$ cat config.mk
export PLATFORM = sky130hd
export DESIGN_NAME = prbs8_train_pat
export DESIGN_NICKNAME = d
export VERILOG_FILES = /design/src/rtl/prbs8_train_pkg.sv /design/src/rtl/prbs8_lfsr.sv /design/src/rtl/edge_mask_cmp.sv /design/src/rtl/group_acc.sv /design/src/rtl/prbs8_train_pat.sv
export SDC_FILE = /design/constraint.sdc
export NUM_CORES = 1
export LEC_CHECK = 0
export BUFFER_PORTS_ARGS = -buffer_cell sky130_fd_sc_hd__buf_4
export CAP_MARGIN = 20
export CORE_UTILIZATION = 49
export CTS_BUF_LIST = sky130_fd_sc_hd__clkbuf_8
export DETAILED_ROUTE_END_ITERATION = 8
export PLACE_DENSITY = 0.75
export SLEW_MARGIN = 20
export SYNTH_ARGS = -nofsm -noshare
export SYNTH_HDL_FRONTEND = slang
export SYNTH_SLANG_ARGS = --single-unit
$ cat constraint.sdc
create_clock -name clk -period 1.5 [get_ports clk]
set_input_delay 0.225 -clock clk [delete_from_list [all_inputs] [get_ports clk]]
set_output_delay 0.225 -clock clk [all_outputs]
set_load 0.1 [all_outputs]
$ cat src/rtl/prbs8_train_pkg.sv
package prbs8_train_pkg;

   localparam int unsigned PRBS_W = 8;
   // feedback taps for x^8+x^6+x^5+x^4+1 on state bits 7,5,4,3
   localparam logic [PRBS_W-1:0] PRBS_TAPS = 8'hB8;

   typedef logic [PRBS_W-1:0] prbs_word_t;

   typedef enum logic {
      EDGE_FALL = 1'b0,
      EDGE_RISE = 1'b1
   } train_edge_e;

   function automatic prbs_word_t prbs_advance(input prbs_word_t cur);
      return {cur[PRBS_W-2:0], ^(cur & PRBS_TAPS)};
   endfunction

endpackage

$ cat src/rtl/prbs8_lfsr.sv
module prbs8_lfsr
   import prbs8_train_pkg::*;
#(
   parameter prbs_word_t RST_SEED = 8'hA5
) (
   input  logic       clk,
   input  logic       rst_n,
   input  logic       load,
   input  prbs_word_t load_val,
   input  logic       step,
   output prbs_word_t state
);

   prbs_word_t state_q;

   always_ff @(posedge clk or negedge rst_n) begin
      if (!rst_n) begin
         state_q <= RST_SEED;
      end else if (load) begin
         state_q <= load_val;
      end else if (step) begin
         state_q <= prbs_advance(state_q);
      end
   end

   assign state = state_q;

endmodule

$ cat src/rtl/edge_mask_cmp.sv
module edge_mask_cmp #(
   parameter int unsigned W = 8
) (
   input  logic [W-1:0] got,
   input  logic [W-1:0] want,
   input  logic         edge_rise,
   output logic         match
);

   logic [W-1:0] odd_mask;
   logic [W-1:0] even_mask;
   logic [W-1:0] sel_mask;

   for (genvar b = 0; b < W; b++) begin : g_mask
      if ((b % 2) == 1) begin : g_odd
         assign odd_mask[b]  = 1'b1;
         assign even_mask[b] = 1'b0;
      end else begin : g_even
         assign odd_mask[b]  = 1'b0;
         assign even_mask[b] = 1'b1;
      end
   end

   assign sel_mask = edge_rise ? even_mask : odd_mask;
   assign match    = ((got ^ want) & sel_mask) == '0;

endmodule

$ cat src/rtl/group_acc.sv
module group_acc #(
   parameter int unsigned GROUP_LEN = 8
) (
   input  logic clk,
   input  logic rst_n,
   input  logic clr,
   input  logic valid,
   input  logic match,
   output logic done,
   output logic pass
);

   localparam int unsigned CW = (GROUP_LEN > 1) ? $clog2(GROUP_LEN) : 1;
   localparam logic [CW-1:0] LAST = CW'(GROUP_LEN - 1);
   localparam bit POW2 = (GROUP_LEN & (GROUP_LEN - 1)) == 0;

   logic [CW-1:0] cnt_q;
   logic          acc_q;
   logic          done_q;
   logic          pass_q;
   logic          at_last;

   if (POW2) begin : g_wrap
      assign at_last = &cnt_q;
   end else begin : g_cmp
      assign at_last = (cnt_q == LAST);
   end

   always_ff @(posedge clk or negedge rst_n) begin
      if (!rst_n) begin
         cnt_q  <= '0;
         acc_q  <= 1'b1;
         done_q <= 1'b0;
         pass_q <= 1'b0;
      end else if (clr) begin
         cnt_q  <= '0;
         acc_q  <= 1'b1;
         done_q <= 1'b0;
         pass_q <= 1'b0;
      end else begin
         done_q <= 1'b0;
         if (valid) begin
            if (at_last) begin
               cnt_q  <= '0;
               acc_q  <= 1'b1;
               done_q <= 1'b1;
               pass_q <= acc_q & match;
            end else begin
               cnt_q <= cnt_q + 1'b1;
               acc_q <= acc_q & match;
            end
         end
      end
   end

   assign done = done_q;
   assign pass = pass_q;

endmodule

$ cat src/rtl/prbs8_train_pat.sv
module prbs8_train_pat
   import prbs8_train_pkg::*;
#(
   parameter int unsigned W         = 8,
   parameter int unsigned GROUP_LEN = 8,
   parameter logic [7:0]  RST_SEED  = 8'hA5
) (
   input  logic         clk,
   input  logic         rst_n,
   input  logic         restart,
   input  logic [W-1:0] seed_i,
   input  logic         tx_adv,
   output logic [W-1:0] tx_word,
   input  logic         rx_valid,
   input  logic [W-1:0] rx_byte,
   input  logic         edge_rise,
   output logic         grp_done,
   output logic         grp_pass
);

   if (W != PRBS_W) begin : g_bad_w
      $error("prbs8_train_pat: W must equal the generator width");
   end
   if (GROUP_LEN < 2) begin : g_bad_len
      $error("prbs8_train_pat: GROUP_LEN must be at least 2");
   end
   if (RST_SEED == 8'h00) begin : g_bad_seed
      $error("prbs8_train_pat: RST_SEED must be nonzero");
   end

   prbs_word_t load_word;
   prbs_word_t tx_state;
   prbs_word_t rx_expect;
   logic       byte_ok;
   logic       count_byte;

   assign load_word  = (seed_i == '0) ? RST_SEED : seed_i;
   assign count_byte = rx_valid & ~restart;

   prbs8_lfsr #(.RST_SEED(RST_SEED)) u_tx_gen (
      .clk      (clk),
      .rst_n    (rst_n),
      .load     (restart),
      .load_val (load_word),
      .step     (tx_adv),
      .state    (tx_state)
   );

   prbs8_lfsr #(.RST_SEED(RST_SEED)) u_rx_gen (
      .clk      (clk),
      .rst_n    (rst_n),
      .load     (restart),
      .load_val (load_word),
      .step     (rx_valid),
      .state    (rx_expect)
   );

   edge_mask_cmp #(.W(W)) u_cmp (
      .got       (rx_byte),
      .want      (rx_expect),
      .edge_rise (edge_rise),
      .match     (byte_ok)
   );

   group_acc #(.GROUP_LEN(GROUP_LEN)) u_grp (
      .clk   (clk),
      .rst_n (rst_n),
      .clr   (restart),
      .valid (count_byte),
      .match (byte_ok),
      .done  (grp_done),
      .pass  (grp_pass)
   );

   assign tx_word = tx_state;

endmodule

* Yosys cells after proc, flatten, opt, wreduce, memory -nomap -nowiden
Index checks and enable logic that the tools add are counted.
** Word-level totals
- Bits in registers :: 22
- Bits of input ports :: 22
- Output and inout bits :: 10
- Word-level logic and storage cells :: 40
** Cells by class
- $add $sub $neg :: 1
- Multiplexer cells :: 18
- Bitwise operators :: 5
- Reduce and logical (&&, ||, !) cells :: 10
** Operators by type and width (number)
- 2-to-1 mux 8 bit :: 6
- logical NOT 8 bit :: 2
- parity 8 bit :: 2
- 2-to-1 mux 1 bit :: 9
- 2-to-1 mux 3 bit :: 3
- bitwise AND 8 bit :: 1
- nonzero test 2 bit :: 4
- XOR 8 bit :: 1
- adder 3 x 1 -> 3 bit, second input constant :: 1
- AND reduction 3 bit :: 1
- bitwise AND 1 bit :: 2
- AND reduction 2 bit :: 1
- NOT 1 bit :: 1

* Longest topological paths before layout
Gate-level depths: netlist of run 1.
- Depth in word-level cells :: 7
- Gate-level depth with buffers :: 6
- Depth with buffers taken out :: 6

* By module
Synthesis of run 1 repeated with hierarchy kept, for this count alone.
** Unflattened totals
- Cells, all modules :: 125
- Area, all modules :: 1282.5 sq um
** Modules (own cells, without submodules)
- prbs8_lfsr at u_rx_gen :: instances 1, cells each 38, area each 405.4 sq um, seq. area each 205.2 sq um
- prbs8_lfsr at u_tx_gen :: instances 1, cells each 38, area each 399.1 sq um, seq. area each 205.2 sq um
- group_acc :: instances 1, cells each 23, area each 284.0 sq um, seq. area each 151.4 sq um
- edge_mask_cmp :: instances 1, cells each 15, area each 120.1 sq um, seq. area each 0.0 sq um
- prbs8_train_pat :: instances 1, cells each 11, area each 73.8 sq um, seq. area each 0.0 sq um

* Worst setup path after synthesis of run 1
OpenSTA, ideal clock, no wires.
- Path kind :: register -> register
- From :: reg u_tx_gen.state_q[3], in the netlist u_tx_gen.state[3]
- To :: reg u_tx_gen.state_q[0], in the netlist u_tx_gen.state[0]
- Data arrival time :: 1.519 ns
- Required time :: 1.421 ns
- Setup slack :: -0.098 ns
- Stages on the path, launching flop included :: 5
- Buffers on the path :: 0
- Period minus slack after synthesis :: 1.598 ns
- Cell sequence :: dfrtp_1 xor2_1 xnor2_1 mux2i_1 o21ai_0
** On the way
- Longest elaborated chain between the ends :: 3
** RTL lines
- from (decl) :: line prbs8_lfsr.sv:14 : prbs_word_t state_q;
- from (signal assigned) :: line prbs8_lfsr.sv:20 : state_q <= load_val;
- from (signal assigned) :: line prbs8_lfsr.sv:22 : state_q <= prbs_advance(state_q);
- parity 8 bit :: line prbs8_train_pkg.sv:15 : return {cur[PRBS_W-2:0], ^(cur & PRBS_TAPS)};
- 2-to-1 mux 8 bit :: line prbs8_lfsr.sv:21 : end else if (step) begin
- 2-to-1 mux 8 bit :: line prbs8_lfsr.sv:19 : end else if (load) begin
Every way passes these cells. The select of a mux whose other input is x is not followed.
A chain may end at the register's enable or synchronous reset.

* Worst setup path after layout of run 1
- From :: reg u_grp.cnt_q[0]
- To :: reg u_grp.pass_q, in the netlist u_grp.pass
** On the way
- Longest elaborated chain between the ends :: 3
** RTL lines
- from (decl) :: line group_acc.sv:17 : logic [CW-1:0] cnt_q;
- from (signal assigned) :: line group_acc.sv:49 : cnt_q <= cnt_q + 1'b1;
- AND reduction 3 bit :: line group_acc.sv:24 : assign at_last = &cnt_q;
- nonzero test 2 bit (no line)
- AND reduction 2 bit (no line)
- to (signal assigned) :: line group_acc.sv:47 : pass_q <= acc_q & match;
- to (decl) :: line group_acc.sv:20 : logic pass_q;
Every way passes these cells.

==> metrics, run 1 <==
slowest stage cell, crit path=dfrtp_1; post-synthesis cell count=122; Slowest Stage Delay on Critical Path=0.40 ns; Required @ worst endpoint=1.64 ns; GRT Util Overall=21.2%; Hold Vio Cnt, Final=0; average size of a mapped cell=9.98 um2; Synth top area share=26.7%; Inserted Clock Buffers=3; Starting Density=53.5%; min-delay worst type=in2reg; die area=2690 um2; Clk pwr share=23.1%; mapped cell area=1220 um2; worst setup path category=reg2reg; Antenna diodes=0; Port Buffers=31; setup ws final=0.146 ns; clock sinks=22; Main synth FF type=dfrtp_1; via count=945; fin crit period=1.35 ns; antenna violations before repair=0; Slew headroom=81.8%; CP Launch Type=flop; DIE WIDTH=51.8 um; Longest Clk Path Bufs=2; FF+latch count, synth=22; 1st-iter DRT viols=12; TNS Setup=0 ns; Final Max Tran Viols=0; Tcrit/Tclk final=90.3%; worst-path maximum fanout=4; number of global-route vias before repair=887; sequential share of power=46.1%; Psw=554 uW; IO Count=32; ranking of synthesized cells by area=dfrtp_1 27%, dfstp_2 19%, nor2b_1 8.7%, a211oi_1 8.6%, nor2_1 6.8%; async set-reset flop share out of synthesis=100%; Max Clock Skew=0.00479 ns; slew at the pin closest to its max-slew limit=0.271 ns; WL final=2.38 mm; crit-path most repeated cell=ha_1; largest net degree at the start of global routing=29; antenna viol nets, final=0; Worst Path Buf+Inv=0; clock latency on the worst-skew pair=0.26 ns; top cells by count, synth=22 x nor2_1, 17 x nor2b_1, 14 x a211oi_1, 13 x dfrtp_1; clk slew on worst S/H paths=0.08 ns; most frequent cell after synthesis=nor2_1; ratio of cells with drive above 1 in the final layout=30.9%; drt via density=5.25; Gate power share=30.8%; GP Congestion=0.735; critical path endpoint category=flop; first-pass GRT wire length=4.07 mm; number of max-cap violations=0; Yosys cell types=26; syn_nets=146; Detailed Place HPWL=1.80 mm; Gates resized, CTS repair=0; Final nets=177; die height=51.8 um; leading area contributor after synthesis=dfrtp_1; routed len/inst=13.2 um; global route overflow=0; CTS tree=done; leak pwr=0.652 nW; H-Tree Depth=1; Setup WS pre-CTS=0.112 ns; Root Buffer=clkbuf_8; # DRC=0; status=completed; Setup violations, final=0; Int Pwr=1.02 mW; crit path DAT=1.50 ns; # Post-CTS Setup Buffers=0; Max Freq=0.738 GHz; core area=2280 um2; Power Density=1050 nW/um2; Yosys Warn Count=0; cell breakdown of the critical path=ha_1 -> ha_1 -> nand2_1 -> nor2_1 -> a32oi_1 -> o31ai_1; Synth-to-Final Area Change=23.2%; FP Rows=17; cell family with most CP delay=adder cells; DR pass1 iterations=4; unrepaired setup endpoints after global routing=false; register area share after synthesis=46.1%; VDD IR max=0.912 mV; Switching Share=35.1%; EDFF count, synth=0
-- metal layers --
metal | vias to the layer above | global-route usage (%) | wire length, um
met5 | - | 0 | 0
met4 | 0 | 9.46 | 42
met3 | 4 | 3.51 | 96
met2 | 27 | 29.9 | 1030
met1 | 433 | 31.6 | 1210
li1 | 481 | - | -
-- what timing repair did --
item	CTS	global route
hold endpoints to repair	13	0
setup endpoints to repair	0	0
hold buffers	1	0
-- cell families (layout without fill, tap and decap cells) --
kind of cell | count (synthesis) | in the layout | synth area share (%)
flip-flops | 22 | 22 | 46.1
buffers and inverters | 7 | 37 | 3.80
XOR/XNOR | 14 | 14 | 10.1
AO/OA/AOI/OAI | 23 | 23 | 13.5
multiplexers | 4 | 4 | 3.29
AND/OR/NAND/NOR | 50 | 50 | 21.2
adder cells (fa/ha/maj) | 2 | 2 | 2.06
-- layout make-up --
type                       instances  area (um2)
clock buffer                       3        41.3
multi-input combinational         93         609
clock inverter                     1        3.75
inverter                           1        3.75
timing repair buffer              32         243
sequential                        22         564
tap                               28        35.0
fill                             197         776
-- worst register-to-register path, stage by stage, from the launching register on --
cell     delay (ns)
dfrtp_1        0.40
ha_1           0.20
ha_1           0.22
nand2_1        0.09
nor2_1         0.05
a32oi_1        0.18
o31ai_1        0.09
-- per-stage QoR --
stage | hold slack, ns | util (%) | std cells | instance area (um2) | total power [mW]
3_3_place_gp | 0.125 | 63.5 | 175 | 1450 | 1.22
6_report | 0.230 | 65.9 | 180 | 1500 | 1.58
4_1_cts | 0.228 | 65.9 | 180 | 1500 | 1.59
2_1_floorplan | -0.0706 | - | 122 | 1220 | 1.09
3_5_place_dp | 0.128 | 63.5 | 175 | 1450 | 1.22
5_1_grt | 0.261 | 65.9 | 180 | 1500 | 1.66
-- power by group through the flow --
stage                     Combinational [mW]  Clock (mW)  Sequential (mW)
after floorplan                        0.187           0            0.905
after global placement                 0.480           0            0.736
after detailed placement               0.486           0            0.737
after CTS                              0.490       0.375            0.727
after global routing                   0.525       0.393            0.737
final                                  0.486       0.365            0.728
-- final timing paths --
path	slack (ns)	startpoint	end	cells past startpoint
max in group asynchronous	0.84	rst_n	u_tx_gen.state[2]	2
min in group asynchronous	0.38	rst_n	u_grp.pass	2
worst max register to register	0.15	u_grp.cnt_q[0]	u_grp.pass	6
worst min register to register	0.51	u_grp.pass	u_grp.pass	2
worst max-delay path	0.15	u_grp.cnt_q[0]	u_grp.pass	6
worst min-delay path	0.23	seed_i[7]	u_rx_gen.state[7]	3
-- layout by cell type (no fill, tap or decap), types with 3 or more instances in the layout --
cell type	n
buf_4	31
nor2_1	22
nor2b_1	17
a211oi_1	14
dfrtp_1	11
xor2_1	9
dfstp_2	9
xnor2_1	5
mux2i_1	4
nor3_1	3
o21ai_0	3
clkbuf_8	3
-- state kept, by name, indices dropped and copies added, names as in the netlist --
| register | flops |
|---|---|
| u_tx_gen.state | 8 |
| u_grp.cnt_q | 3 |
| u_grp.acc_q | 1 |
| u_rx_gen.state | 8 |
| u_grp.pass | 1 |
| u_grp.done | 1 |
Power figures use the tool's default switching activity.
==> run 2, diff against run 1 <==
- PLACE_DENSITY: 0.75 -> 0.77
- SYNTH_HIERARCHICAL: unset -> 1
- clock period: 1.5 -> 1.1 ns (I/O delays scaled with it)
==> metrics, run 2 <==
status=finished with violations; failing checks=negative setup slack; H-Tree Depth=1 (unchanged); die height=53.2 um (+2.5%); largest net degree at the start of global routing=41 (+41%); length in cells of the worst reg-to-reg path=5 (-1); cell breakdown of the critical path=nor2b_4 -> a2111o_1 -> o22ai_2 -> nand2b_4 -> a221o_1; number of max-cap violations=0 (unchanged); PnR Total Power=2.71 mW (+72%); CTS tree=done; Tcrit/Tclk final=129% (+39 points); CP Launch Type=flop; EDFF count, synth=0 (unchanged); Setup violations, final=10 (+10); Power Density=1400 nW/um2 (+33%); FF+latch count, synth=22 (unchanged); Hold Worst Slack=0.215 ns (-0.0142 ns); Slew headroom=81.2% (-0.60 points); number of global-route vias before repair=1,131 (+28%); Max Freq=0.705 GHz (-4.5%); ratio of cells with drive above 1 in the final layout=50.9% (+20 points); leak pwr=0.874 nW (+34%); Reg2Reg Capture Point=u_grp/acc_q; hold depth=4 (+1); Port Buffers=31 (unchanged); worst setup path category=reg2reg; Hold Vio Cnt, Final=0 (unchanged); setup ws final=-0.318 ns (-0.463 ns); clock sinks=22 (unchanged); Hold Path End=u_tx_gen/state[1]; placed inst area=1680 um2 (+16%); cell family with most CP delay=compound AO/OA/AOI/OAI gates; Synth-to-Final Area Change=51.3%; Slowest Stage Delay on Critical Path=0.39 ns (about the same); Yosys Warn Count=6 (+6); GP Congestion=0.767 (+4.4%); top cells by count, synth=16 x mux2i_1, 15 x nand2_1, 14 x o21ai_0, 13 x dfrtp_1, 9 x dfstp_2; Max Clock Skew=0.00331 ns (-0.00148 ns); Longest Clk Path Bufs=2 (unchanged); TNS Setup=-1.64 ns (-1.64 ns); mapped cell area=1280 um2 (+5.3%); Main synth FF type=dfrtp_1; critical path endpoint category=flop; IO Count=32 (unchanged); VDD IR max=1.27 mV (+40%); grt met2 use=46.2% (+16 points); ranking of synthesized cells by area=dfrtp_1 25%, dfstp_2 18%, mux2i_1 12%, o21ai_0 5.5%, nand2_1 4.4%; WL final=3.19 mm (+34%); core area=2480 um2 (+8.9%); filler instances=165 (-16%); drt via density=5.41 (+3.0%); clk slew on worst S/H paths=0.09 ns (about the same); Final Max Tran Viols=0 (unchanged); routing usage on met1=32.0% (+0.37 points); post-route cell area=1940 um2 (+29%); Inserted Clock Buffers=3 (unchanged); FP Rows=18 (+1); crit path DAT=1.63 ns (+0.13 ns); most frequent cell after synthesis=mux2i_1; register area share after synthesis=43.8% (-2.3 points); 1st-iter DRT viols=37 (+25); DIE WIDTH=53.2 um (+2.5%); sequential share of power=37.2% (-8.9 points); first-pass GRT wire length=5.04 mm (+24%); Root Buffer=clkbuf_8; Int Pwr=1.83 mW (+79%); antenna viol nets, final=0 (unchanged); r2r setup slk=-0.32 ns (-0.46 ns); min-delay worst type=in2reg; Synth top area share=25.4% (-1.4 points); Starting Density=51.8% (-1.7 points); Final nets=198 (+12%); syn_nets=149 (+2.1%); via count=1,098 (+16%); post-synthesis cell count=125 (+2.5%); GRT Util Overall=25.4% (+4.2 points); Worst Path Buf+Inv=0 (unchanged); worst-path maximum fanout=3 (-1); Required @ worst endpoint=1.31 ns (-0.33 ns); fin crit period=1.42 ns (+0.0633 ns); antenna violations before repair=0 (unchanged); Psw=885 uW (+60%); slowest stage cell, crit path=a2111o_1; unrepaired setup endpoints after global routing=true; global route overflow=0 (unchanged); Clk pwr share=28.6% (+5.5 points); min-delay src=seed_i[1]; async set-reset flop share out of synthesis=100% (unchanged); GRT Max-Usage Layer=met2; Yosys cell types=34 (+31%); most common cell after layout, fill and taps aside=buf_4; routed len/inst=15.7 um (+19%); clock latency on the worst-skew pair=0.27 ns (about the same); most frequent cells in the layout=38 x buf_4, 16 x mux2i_1, 14 x nand2_1, 10 x o21ai_0, 8 x dfrtp_1; M3 GR Usage=2.87% (-0.64 points); die area=2830 um2 (+5.1%); average size of a mapped cell=10.3 um2 (+2.8%); DR pass1 iterations=4 (unchanged); # DRC=0 (unchanged); Gate power share=34.1% (+3.3 points); Switching Share=32.6% (-2.5 points); Antenna diodes=0 (unchanged); FF-to-FF Start=u_rx_gen/state[2]; leading area contributor after synthesis=dfrtp_1; Detailed Place HPWL=2.17 mm (+21%); slew at the pin closest to its max-slew limit=0.281 ns (+0.0106 ns)
-- run 2: cell count changes after synthesis, sizes merged, moves of 5 or more --
cell,delta
a211oi,-14
mux2i,+12
o21ai,+12
nand2,+13
nand2b,+5
nor2b,-14
nor2,-18
-- run 2: kinds of logic after synthesis --
logic type      share of synthesized area, %
compound gates                          14.2
xor+xnor                                8.10
fa+ha+maj                               1.95
buf+inv                                 4.29
flops                                   43.8
mux                                     12.5
simple gates                            15.1
-- run 2: final cells by class --
cell class                 count  area [um2]  share of cell area (%)
inverter                       1        3.75                   0.193
sequential                    22         583                    30.0
tap                           30        37.5                    1.93
multi-input combinational     93         736                    37.9
clock inverter                 1        30.0                    1.55
timing repair buffer          53         509                    26.2
clock buffer                   3        41.3                    2.13
-- run 2: worst max-delay path by stage --
| stage | cells after the start | end | slack, ns | from |
|---|---|---|---|---|
| 6_report | 5 | u_grp/acc_q | -0.32 | u_rx_gen/state[2] |
| 5_1_grt | 5 | u_grp/acc_q | -0.37 | u_rx_gen/state[2] |
| 4_1_cts | 5 | u_grp/acc_q | -0.31 | u_rx_gen/state[2] |
| 3_5_place_dp | 5 | u_grp/acc_q | -0.32 | u_rx_gen/state[2] |
| 3_3_place_gp | 5 | u_grp/acc_q | -0.25 | u_rx_gen/state[0] |
| 2_1_floorplan | 5 | u_grp/acc_q | -0.21 | u_rx_gen/state[0] |
-- run 2: tightest hold or removal path: cells and delay by family --
family                 cells  cell delay (ns)
buffers and inverters      2             0.19
AO/OA/AOI/OAI              1             0.06
AND/OR/NAND/NOR            1             0.04
-- run 2: power groups by stage --
stage	Combinational, mW	Clock (mW)	Sequential (mW)
global route	0.982	0.827	1.02
global placement	0.763	0	1.00
floorplan	0.262	0	1.26
detailed placement	0.780	0	1.01
finish	0.927	0.777	1.01
CTS	0.894	0.780	1.01
-- run 2: what timing repair did --
item / CTS / global route
setup endpoints to repair: 14 / 19
hold buffers: 1 / 0
resized for setup: 25 / 10
buffers inserted: 4 / 0
hold endpoints to repair: 13 / 0
pin swaps: 10 / 1
-- run 2: stage by stage --
stage / utilization [%] / setup slack (ns) / std cells
global placement: 67.7 / -0.252 / 194
global route: 78.3 / -0.368 / 203
floorplan: - / -0.211 / 125
finish: 78.3 / -0.318 / 203
detailed placement: 67.7 / -0.316 / 194
CTS: 76.5 / -0.306 / 203
-- run 2: per-layer routing --
metal	share of wire [%]	wire length (um)
met2	54	1730
met4	0.85	27
met5	0	0
met1	42	1350
met3	2.8	90
==> run 3, diff against run 2 <==
- BUFFER_PORTS_ARGS: -buffer_cell sky130_fd_sc_hd__buf_4 -> unset
- DONT_BUFFER_PORTS: unset -> 1
- PLACE_DENSITY: 0.77 -> 0.64
- clock period: 1.1 -> 1.65 ns (I/O delays scaled with it)
==> metrics, run 3 (same netlist as run 2, synthesis figures left out) <==
status=completed; CP Launch Type=flop; Root Buffer=clkbuf_8; post-route cell area=1440 um2 (-26%); FP Rows=18 (unchanged); Synth-to-Final Area Change=12.6%; Inserted Clock Buffers=3 (unchanged); clock sinks=22 (unchanged); Setup violations, final=0 (-10); GRT Util Overall=20.2% (-5.3 points); most frequent cells in the layout=16 x mux2i_1, 15 x nand2_1, 14 x o21ai_0, 13 x dfrtp_1, 11 x buf_4; critical path endpoint category=flop; Max Freq=0.670 GHz (-5.0%); hold depth=1 (-3); DIE WIDTH=53.2 um (unchanged); core area=2480 um2 (unchanged); # Post-CTS Setup Buffers=0 (-4); clk slew on worst S/H paths=0.07 ns (-0.02 ns); DR pass1 iterations=4 (unchanged); Final nets=158 (-20%); setup ws final=0.158 ns (+0.476 ns); most common cell after layout, fill and taps aside=mux2i_1; routed len/inst=15.2 um (-3.4%); via count=916 (-17%); drt via density=5.62 (+3.9%); die area=2830 um2 (unchanged); Detailed Place HPWL=1.79 mm (-17%); die height=53.2 um (unchanged); PnR Total Power=1.56 mW (-43%); Finished Core Util=58.3% (-20 points); # DRC=0 (unchanged); Slew headroom=67.4% (-14 points); r2r setup slk=0.16 ns (+0.48 ns); Tcrit/Tclk final=90.4% (-38 points); FF-to-FF Start=u_rx_gen/state[4]; Hold Worst Slack=0.0358 ns (-0.180 ns); Antenna diodes=0 (unchanged); CP startpoint=u_rx_gen/state[4]; WL final=2.48 mm (-22%); ratio of cells with drive above 1 in the final layout=24.1% (-27 points); uppermost layer routed=met4; filler instances=218 (+32%); Starting Density=51.8% (unchanged); non-filler cells, final=163 (-20%); CP Capture Point=u_grp/pass; Port Buffers=0 (-100%); Reg2Reg Capture Point=u_grp/pass; number of global-route vias before repair=892 (-21%); min-delay worst type=in2reg; Max Clock Skew=0.00580 ns (+0.00249 ns); clock latency on the worst-skew pair=0.27 ns (about the same); DRT met1 WL=1.11 mm (-17%); fin crit period=1.49 ns (+0.0741 ns); Setup WS pre-CTS=0.173 ns (+0.488 ns); placed inst area=1350 um2 (-19%); VDD IR max=0.596 mV (-53%); unrepaired setup endpoints after global routing=false; antenna violations before repair=0 (unchanged); leak pwr=0.636 nW (-27%); placed cells=157 (-19%); number of max-cap violations=0 (unchanged); Hold Vio Cnt, Final=0 (unchanged); CTS tree=done; 1st-iter DRT viols=20 (-46%); global route overflow=0 (unchanged); TNS Setup=0 ns (+1.64 ns); WL met3=197 um (+120%); GP Congestion=0.755 (-1.6%); worst setup path category=reg2reg; slew at the pin closest to its max-slew limit=0.489 ns (+0.208 ns); largest net degree at the start of global routing=42 (+2.4%); Power Density=1080 nW/um2 (-23%); crit path DAT=1.68 ns (+0.05 ns); metal2 WL=1.15 mm (-34%); Final Max Tran Viols=0 (unchanged); first-pass GRT wire length=4.00 mm (-21%); IO Count=32 (unchanged); Required @ worst endpoint=1.84 ns (+0.53 ns); H-Tree Depth=1 (unchanged); length in cells of the worst reg-to-reg path=5 (unchanged); Longest Clk Path Bufs=2 (unchanged); worst-path maximum fanout=4 (+1); antenna viol nets, final=0 (unchanged)
-- run 3: layout make-up --
type,instances,area (um2),share of cell area [%]
Timing Repair Buffer,13,97.6,6.76
Inverter,1,3.75,0.260
Sequential cell,22,562,38.9
Clock buffer,3,41.3,2.86
Tap cell,30,37.5,2.60
Clock inverter,1,30.0,2.08
Multi-Input combinational cell,93,672,46.5
-- run 3: where the power goes --
group,total [mW],switching [mW],internal (mW)
logic,0.395,0.257,0.137
clock network,0.502,0.178,0.324
registers,0.663,0.0542,0.609
total,1.56,0.489,1.07
-- run 3: worst min path at each step --
stage / start / end / slack [ns]
finish: restart / u_grp/cnt_q[0] / 0.04
global route: restart / u_grp/cnt_q[0] / 0.02
CTS: restart / u_grp/cnt_q[0] / 0.03
detailed placement: rst_n / u_rx_gen/state[1] / -0.05
global placement: rst_n / u_rx_gen/state[1] / -0.05
floorplan: rst_n / u_grp/cnt_q[0] / -0.05
-- run 3: routing by layer --
metal	track usage, %	vias up
li1	-	450
met1	24.7	428
met2	32.1	34
met3	8.91	4
met4	5.26	0
met5	0	-
-- run 3: repair_timing --
action,CTS,global route
setup endpoints to repair,0,1
gates resized for setup,0,1
endpoints found under the hold margin,22,13
hold buffers,1,1
-- run 3: worst max-delay path: stages (launching register included) --
cell and delay, ns:
dfrtp_1 0.43, xor2_1 0.18, a2111o_1 0.36, o22ai_2 0.17, nand4_1 0.13, a21oi_1 0.16
